==> src/rtl/fir_eq_pkg.sv <==
package fir_eq_pkg;

    // Radix-4 Booth digit: magnitude select plus sign
    typedef struct packed {
        logic neg;
        logic one;
        logic two;
    } booth_dig_t;

    // Recode a 3-bit overlapping window {b[2i+1], b[2i], b[2i-1]}
    function automatic booth_dig_t booth_recode(input logic [2:0] t);
        booth_dig_t r;
        r.neg = t[2] & ~(t[1] & t[0]);
        r.one = t[1] ^ t[0];
        r.two = (t == 3'b011) || (t == 3'b100);
        return r;
    endfunction

endpackage

==> src/rtl/fir_eq_tap.sv <==
module fir_eq_tap
    import fir_eq_pkg::*;
#(
    parameter int DW = 6,
    parameter int CW = 6,
    parameter int AW = 15
) (
    input  logic [DW-1:0] x_i,
    input  logic [CW-1:0] coef_i,
    input  logic [AW-1:0] sum_i,
    input  logic [AW-1:0] car_i,
    output logic [AW-1:0] sum_o,
    output logic [AW-1:0] car_o
);
    localparam int NPP = (CW + 1) / 2;
    localparam int CWE = 2 * NPP;

    logic [CWE:0]  cx;
    logic [AW-1:0] xs;

    assign cx = {CWE'($signed(coef_i)), 1'b0};
    assign xs = AW'($signed(x_i));

    always_comb begin
        logic [AW-1:0] s, c, pp, mag, corr, ns;
        booth_dig_t    dg;
        s    = sum_i;
        c    = car_i;
        corr = '0;
        for (int i = 0; i < NPP; i++) begin
            dg  = booth_recode(cx[2*i+2 -: 3]);
            mag = dg.one ? xs : (dg.two ? (xs << 1) : '0);
            pp  = (dg.neg ? ~mag : mag) << (2 * i);
            corr[2*i] = dg.neg;
            ns = s ^ c ^ pp;
            c  = ((s & c) | (s & pp) | (c & pp)) << 1;
            s  = ns;
        end
        ns = s ^ c ^ corr;
        c  = ((s & c) | (s & corr) | (c & corr)) << 1;
        s  = ns;
        sum_o = s;
        car_o = c;
    end

endmodule

==> src/rtl/fir_eq_merge.sv <==
module fir_eq_merge #(
    parameter int W = 15
) (
    input  logic [W-1:0] a_i,
    input  logic [W-1:0] b_i,
    output logic [W-1:0] sum_o
);
    logic [W-1:0] cy;

    assign cy[0] = 1'b0;

    for (genvar i = 0; i < W; i++) begin : g_bit
        assign sum_o[i] = a_i[i] ^ b_i[i] ^ cy[i];
        if (i < W - 1) begin : g_cy
            assign cy[i+1] = (a_i[i] & b_i[i]) | (a_i[i] & cy[i]) | (b_i[i] & cy[i]);
        end
    end

endmodule

==> src/rtl/tcs_fir_eq.sv <==
module tcs_fir_eq #(
    parameter int NT       = 8,
    parameter int DW       = 6,
    parameter int CW       = 6,
    parameter int OW       = 12,
    parameter bit SATURATE = 1'b0
) (
    input  logic               clk,
    input  logic               rst,
    input  logic               in_vld,
    input  logic [DW-1:0]      in_smp,
    input  logic [NT*CW-1:0]   coef,
    output logic               out_vld,
    output logic [OW-1:0]      out_smp
);
    localparam int AW = DW + CW + $clog2(NT);
    localparam int EW = (AW > OW) ? AW : OW;

    typedef struct packed {
        logic [NT-1:0][AW-1:0] sum;
        logic [NT-1:0][AW-1:0] car;
        logic [1:0]            vld;
        logic [OW-1:0]         y;
    } state_t;

    state_t q, d;

    logic [AW-1:0] tap_sum [NT];
    logic [AW-1:0] tap_car [NT];
    logic [AW-1:0] merged;
    logic [EW-1:0] ext;
    logic          ovf;

    for (genvar k = 0; k < NT; k++) begin : g_tap
        if (k == NT - 1) begin : g_end
            fir_eq_tap #(.DW(DW), .CW(CW), .AW(AW)) tap_i (
                .x_i    (in_smp),
                .coef_i (coef[k*CW +: CW]),
                .sum_i  ('0),
                .car_i  ('0),
                .sum_o  (tap_sum[k]),
                .car_o  (tap_car[k])
            );
        end else begin : g_mid
            fir_eq_tap #(.DW(DW), .CW(CW), .AW(AW)) tap_i (
                .x_i    (in_smp),
                .coef_i (coef[k*CW +: CW]),
                .sum_i  (q.sum[k+1]),
                .car_i  (q.car[k+1]),
                .sum_o  (tap_sum[k]),
                .car_o  (tap_car[k])
            );
        end
    end

    fir_eq_merge #(.W(AW)) merge_i (
        .a_i   (q.sum[0]),
        .b_i   (q.car[0]),
        .sum_o (merged)
    );

    always_comb begin
        d     = q;
        d.vld = {q.vld[0], in_vld};
        for (int k = 0; k < NT; k++) begin
            d.sum[k] = tap_sum[k];
            d.car[k] = tap_car[k];
        end
        ext = EW'($signed(merged));
        ovf = !((&ext[EW-1:OW-1]) || (~|ext[EW-1:OW-1]));
        if (SATURATE && ovf) begin
            d.y = {ext[EW-1], {(OW-1){~ext[EW-1]}}};
        end else begin
            d.y = ext[OW-1:0];
        end
    end

    always_ff @(posedge clk) begin
        if (rst) begin
            q <= '0;
        end else begin
            q <= d;
        end
    end

    assign out_vld = q.vld[1];
    assign out_smp = q.y;

endmodule

==> config.mk <==
export PLATFORM = sky130hd
export DESIGN_NAME = tcs_fir_eq
export DESIGN_NICKNAME = d
export VERILOG_FILES = /design/src/rtl/fir_eq_pkg.sv /design/src/rtl/fir_eq_tap.sv /design/src/rtl/fir_eq_merge.sv /design/src/rtl/tcs_fir_eq.sv
export SDC_FILE = /design/constraint.sdc
export NUM_CORES = 1
export LEC_CHECK = 0
export BUFFER_PORTS_ARGS = -buffer_cell sky130_fd_sc_hd__buf_2
export CORE_ASPECT_RATIO = 2
export CORE_MARGIN = 2
export CORE_UTILIZATION = 60
export CTS_CLUSTER_DIAMETER = 150
export CTS_CLUSTER_SIZE = 8
export DETAILED_ROUTE_END_ITERATION = 10
export PLACE_DENSITY = 0.79
export SYNTH_ARGS = -nofsm -noshare
export SYNTH_HDL_FRONTEND = slang
export SYNTH_SLANG_ARGS = --single-unit
==> constraint.sdc <==
create_clock -name clk -period 5.55 [get_ports clk]
set_input_delay 0.2775 -clock clk [delete_from_list [all_inputs] [get_ports clk]]
set_output_delay 0.2775 -clock clk [all_outputs]
set_load 0.1 [all_outputs]
# After elaboration in Yosys (flattened, before gate mapping)

Cells that the tools add are included.

Bits in registers: 206
Input bits: 57
Logic and storage cells: 528

Equal/unequal tests: 40
Multiplexer cells: 72
Bitwise logic cells: 374
Reductions and logical operators: 16

Operator list:

| operator           | number |
|---|---|
| $and 11x11->11     | 75 |
| $or 11x11->11      | 60 |
| $xor 12x12->12     | 53 |
| $mux 12            | 24 |
| $mux 10            | 24 |
| $mux 8             | 24 |
| $and 11x5->11      | 16 |
| $not 12->12        | 8 |
| $xor 12x5->12      | 8 |
| $not 10->10        | 8 |
| $not 8->8          | 8 |
| $and 1x1->1        | 63 |
| $eq 3x2->1 const B | 16 |
| $eq 3x3->1 const B | 16 |
| $xor 1x1->1        | 39 |
| $or 1x1->1         | 20 |
| $eq 2x2->1 const B | 8 |
| $logic_or 1x1->1   | 16 |
| $not 1->1          | 16 |

# Depth between registers and ports, before layout

Depth in word-level cells: 32
Gate-level depth with buffers: 14

# Cells and area by module

Synthesis repeated with hierarchy kept, for this count alone.

Cell total of the unflattened synthesis: 2,407
Area, all modules: 22,954.5 µm²

Modules (own cells, without submodules):

| module                                 | instances | cells each | area an instance (µm²) |
|---|---|---|---|
| fir_eq_tap at g_tap[0].g_mid.tap_i ... | 6         | 229        | 1,960.6 |
| tcs_fir_eq                             | 1         | 549        | 6,914.1 |
| fir_eq_tap at g_tap[6].g_mid.tap_i     | 1         | 235        | 2,000.7 |
| fir_eq_tap at g_tap[7].g_end.tap_i     | 1         | 234        | 1,979.4 |
| fir_eq_merge                           | 1         | 15         | 296.5 |

# Least setup slack after synthesis

OpenSTA, ideal clock, no wires.

Path type: reg-to-reg
From: reg q[15] in the netlist's numbering
To: reg q, in the netlist out_smp[11]
Setup time: 0.128 ns
Arrival time: 3.863 ns
Slack: 1.560 ns
Stages on the path, launching flop included: 13
Buffers on the path: 0
Clock period less this slack: 3.990 ns
Path through: dfxtp_1 -> ha_1 -> ha_1 -> fa_1 -> fa_1 -> fa_1 -> fa_1 -> fa_1 -> fa_1 -> fa_1 -> fa_1 -> xnor2_1 -> nor2_1

Word-level cells in the longest chain between the ends: 31
Elaborated cells on any way between the ends: 41
Those cells by class: bitwise: 41

RTL lines:

| what                   | line               | text |
|---|---|---|
| start, declared        | tcs_fir_eq.sv:26   | `state_t q, d;` |
| start signal, assigned | tcs_fir_eq.sv:80   | `q <= '0;` |
| start signal, assigned | tcs_fir_eq.sv:82   | `q <= d;` |
| $and 1x1->1            | fir_eq_merge.sv:15 | `assign cy[i+1] = (a_i[i] & b_i[i]) \| (a_i[i] & cy[i]) \| (b_i[i] & cy[i]);` |
| $or 1x1->1             | fir_eq_merge.sv:15 |  |
| $or 1x1->1 (*)         | fir_eq_merge.sv:15 |  |
| $and 1x1->1            | fir_eq_merge.sv:15 |  |
| $or 1x1->1             | fir_eq_merge.sv:15 |  |
| $or 1x1->1 (*)         | fir_eq_merge.sv:15 |  |
| $and 1x1->1            | fir_eq_merge.sv:15 |  |
| $or 1x1->1             | fir_eq_merge.sv:15 |  |
| (+15 left out)         | --                 |  |
| $or 1x1->1 (*)         | fir_eq_merge.sv:15 |  |
| $and 1x1->1            | fir_eq_merge.sv:15 |  |
| $or 1x1->1             | fir_eq_merge.sv:15 |  |
| $or 1x1->1 (*)         | fir_eq_merge.sv:15 |  |
| $and 1x1->1            | fir_eq_merge.sv:15 |  |
| $or 1x1->1             | fir_eq_merge.sv:15 |  |
| $or 1x1->1 (*)         | fir_eq_merge.sv:15 |  |
| $xor 1x1->1 (*)        | fir_eq_merge.sv:13 | `assign sum_o[i] = a_i[i] ^ b_i[i] ^ cy[i];` |

Mark *: on every way between the ends. The rest lies on a longest branch, timed or not.
A chain may end at the register's enable or synchronous reset.

# Worst setup path in the final report

Same ends and word-level chain as after synthesis.

==> results.sh <==
export IMPL_run_status="finished, final reports clean"
export IMPL_cts_root_buf="clkbuf_16"
export IMPL_dr_pass1_iters=6
export IMPL_clkPwrFrac=0.139
export IMPL_clkLatencyLatePin_ns=0.47
export IMPL_final_cell_mix="365 x inv_1, 220 x nand2_1, 195 x fa_1, 194 x nor2b_1, 189 x dfxtp_1"
export IMPL_cts_tree="done"
export IMPL_finalClockSkew_ns=0.0108
export IMPL_grt_max_degree=139
export IMPL_crit_path_frequent_cell="fa_1"
export IMPL_postCtsHoldBufs=0
export IMPL_crit_fanout=1
export IMPL_hp_class="in -> reg"
export IMPL_pwr_share_seq=0.223
export IMPL_irDropWorstVdd_uv=389
export IMPL_place_area_mm2=0.0185
export IMPL_max_slew_margin=0.282
export IMPL_fin_setup_tns_ns=0
export IMPL_fin_crit_ns=4.20
export IMPL_synth_area_leader_cell="fa_1"
export IMPL_dp_hpwl_mm=31.6
export IMPL_r2r_start="q[15]"
export IMPL_area_delta_synth_final_pct=4.70
export IMPL_layout_commonest_cell="inv_1"
export IMPL_syn_area_mm2=0.0182
export IMPL_hold_start="in_vld"
export IMPL_cp_cell_sequence="ha_1 -> ha_1 -> fa_1 -> fa_1 -> fa_1 -> fa_1 -> fa_1 -> fa_1 -> fa_1 -> fa_1 -> xnor2_1 -> nor2_1"
export IMPL_timing_rr_end="out_smp[11]"
export IMPL_worstHoldEndpoint="d[13]"
export IMPL_synth_cell_types=63
export IMPL_grt_antenna_before_repair=5
export IMPL_ys_ff_latch=189
export IMPL_fin_nets=2460
export IMPL_power_internal_w=0.00510
export IMPL_reg2reg_depth=12
export IMPL_p_leak_nw=8.88
export IMPL_die_area_mm2=0.0319
export IMPL_clk_pin_slew_worst_paths_ns=0.08
export IMPL_hold_viol_final=0
export IMPL_cp_start_kind="flop"
export IMPL_core_area_mm2=0.0301
export IMPL_start_util=0.606
export IMPL_yosys_warnings=0
export IMPL_crit_family="adder cells"
export IMPL_detail_route_vias_per_cell=5.73
export IMPL_cts_repair_resize_count=0
export IMPL_rsz0062_at_grt="no"
export IMPL_multi_input_area_mm2=0.0124
export IMPL_r2r_setup_slack_ns=1.35
export IMPL_place_gp_congestion=0.870
export IMPL_die_h_um=251
export IMPL_drv_slew=0
export IMPL_fill_cells=2490
export IMPL_crit_path_max_incr_delay_ns=0.41
export IMPL_fin_cells=2443
export IMPL_worst_pin_slew_ns=1.08
export IMPL_cts_num_sinks=189
export IMPL_synth_top_area_share=0.214
export IMPL_layout_worst_path_cycle_share=0.756
export IMPL_drtIter0Drc=819
export IMPL_avgRoutedWirePerCell_um=17.0
export IMPL_drt_total_wl_mm=41.6
export IMPL_path_class="reg -> reg"
export IMPL_register_area_mm2=0.00378
export IMPL_cp_num_buf_inv=0
export IMPL_die_w_um=127
export IMPL_finalSetupViolations=0
export IMPL_cts_max_level=4
export IMPL_cts_setup_buffers=0
export IMPL_vias=14000
export IMPL_p_sw_w=0.00384
export IMPL_cellPowerDensity_mw_per_mm2=469
export IMPL_row_count=90
export IMPL_drc=0
export IMPL_num_io_pins=70
export IMPL_grtUsageTotal=0.275
export IMPL_grt_pass1_vias=14700
export IMPL_ant_nets=0
export IMPL_required_ns=5.87
export IMPL_cp_arrival_ns=4.52
export IMPL_placedCellCount=2408
export IMPL_ys_flop_type="dfxtp_1"
export IMPL_synthArstFlopShare=0
export IMPL_ys_seq_area_frac=0.208
export IMPL_min_path_cells=2
export IMPL_syn_area_per_cell_um2=8.69
export IMPL_comb_power_share=0.638
export IMPL_cts_buffers=17
export IMPL_final_area_mm2=0.0191
export IMPL_swShare=0.430
export IMPL_synth_area_top_cells="fa_1 21%, dfxtp_1 21%, ha_1 10%, inv_1 7.5%, nor2b_1 6.7%"
export IMPL_grt_pass1_wl_mm=69.2
export IMPL_crit_path_end_kind="flop"
export IMPL_port_buffers=69
export IMPL_gr_total_overflow=0
export IMPL_synth_fp_nets=2498
export IMPL_synthCells=2097
export IMPL_fmax_mhz=238
export IMPL_cp_num_cells=12
export IMPL_drive_gt1_frac=0.0734
export IMPL_slowest_stage="fa_1"
export IMPL_clockBufferDepth=2
export IMPL_drv_cap=0
export IMPL_synth_edf_count=0
## final cells by class
class / count / share of cell area
clock buffers: 18 / 0.0230
repair buffers: 80 / 0.0235
flip-flops and latches: 189 / 0.198
clock inverters: 14 / 0.00780
multi-input cells: 1401 / 0.650
diodes: 3 / 0.000393
inverters: 370 / 0.0728
well taps: 368 / 0.0241
## sequential cells by signal (all words and copies together) (netlist names)
name	flops
out_smp	12
d	1
q	175
out_vld	1
## per-layer routing
metal | routed length, um | part of all wire | vias up | global-route usage
met5 | 27 | 0.00065 | - | 0
met4 | 2860 | 0.069 | 4 | 0.187
met3 | 1690 | 0.041 | 183 | 0.0391
met2 | 23000 | 0.55 | 465 | 0.517
met1 | 14000 | 0.34 | 6770 | 0.272
li1 | - | - | 6566 | -
## worst max-delay path by stage
stage	startpoint	endpoint	slack (ns)
floorplan	q[15]	out_smp[11]	1.56
global placement	q[15]	out_smp[11]	1.36
detailed placement	q[15]	out_smp[11]	1.34
CTS	q[15]	out_smp[11]	1.32
global route	q[15]	out_smp[11]	1.17
finish	q[15]	out_smp[11]	1.35
## power groups by stage
stage               clock [W]  combinational, W  sequential, W
finish                0.00124           0.00571        0.00199
global placement            0           0.00549        0.00202
global route          0.00130           0.00666        0.00203
floorplan                   0           0.00413        0.00218
CTS                   0.00126           0.00583        0.00200
detailed placement          0           0.00576        0.00203
## synthesized netlist by cell type, drive strengths merged (17+ instances only)
master and count:
inv 368, a21oi 94, nand2 221, xor2 27, a211oi 47, xnor2 62
o22ai 25, ha 149, nor2 78, nor2b 195, o211ai 17, o21ai 76
clkbuf 70, buf 67, mux2i 18, fa 195, nand2b 24, dfxtp 189
## cells by family (layout without fill, tap and decap cells)
family / count (synthesis) / after routing / share of synthesized area
flip-flops: 189 / 189 / 0.208
AO/OA/AOI/OAI: 357 / 357 / 0.134
XOR/XNOR: 103 / 103 / 0.0601
buffers and inverters: 507 / 482 / 0.112
multiplexers: 20 / 20 / 0.0115
AND/OR/NAND/NOR: 576 / 576 / 0.159
other: 0 / 3 / 0
adder cells (fa/ha/maj): 345 / 345 / 0.317
## metrics by stage
| step | util | hold WS, ns | setup WS [ns] | power, W |
|---|---|---|---|---|
| floorplan | - | 0.406 | 1.56 | 0.00631 |
| global route | 0.635 | 0.0377 | 1.17 | 0.0100 |
| detailed placement | 0.615 | 0.431 | 1.34 | 0.00780 |
| CTS | 0.635 | 0.0192 | 1.32 | 0.00909 |
| finish | 0.635 | 0.0218 | 1.35 | 0.00894 |
| global placement | 0.615 | 0.415 | 1.36 | 0.00751 |
No activity file was read; power rests on OpenSTA's default activity.
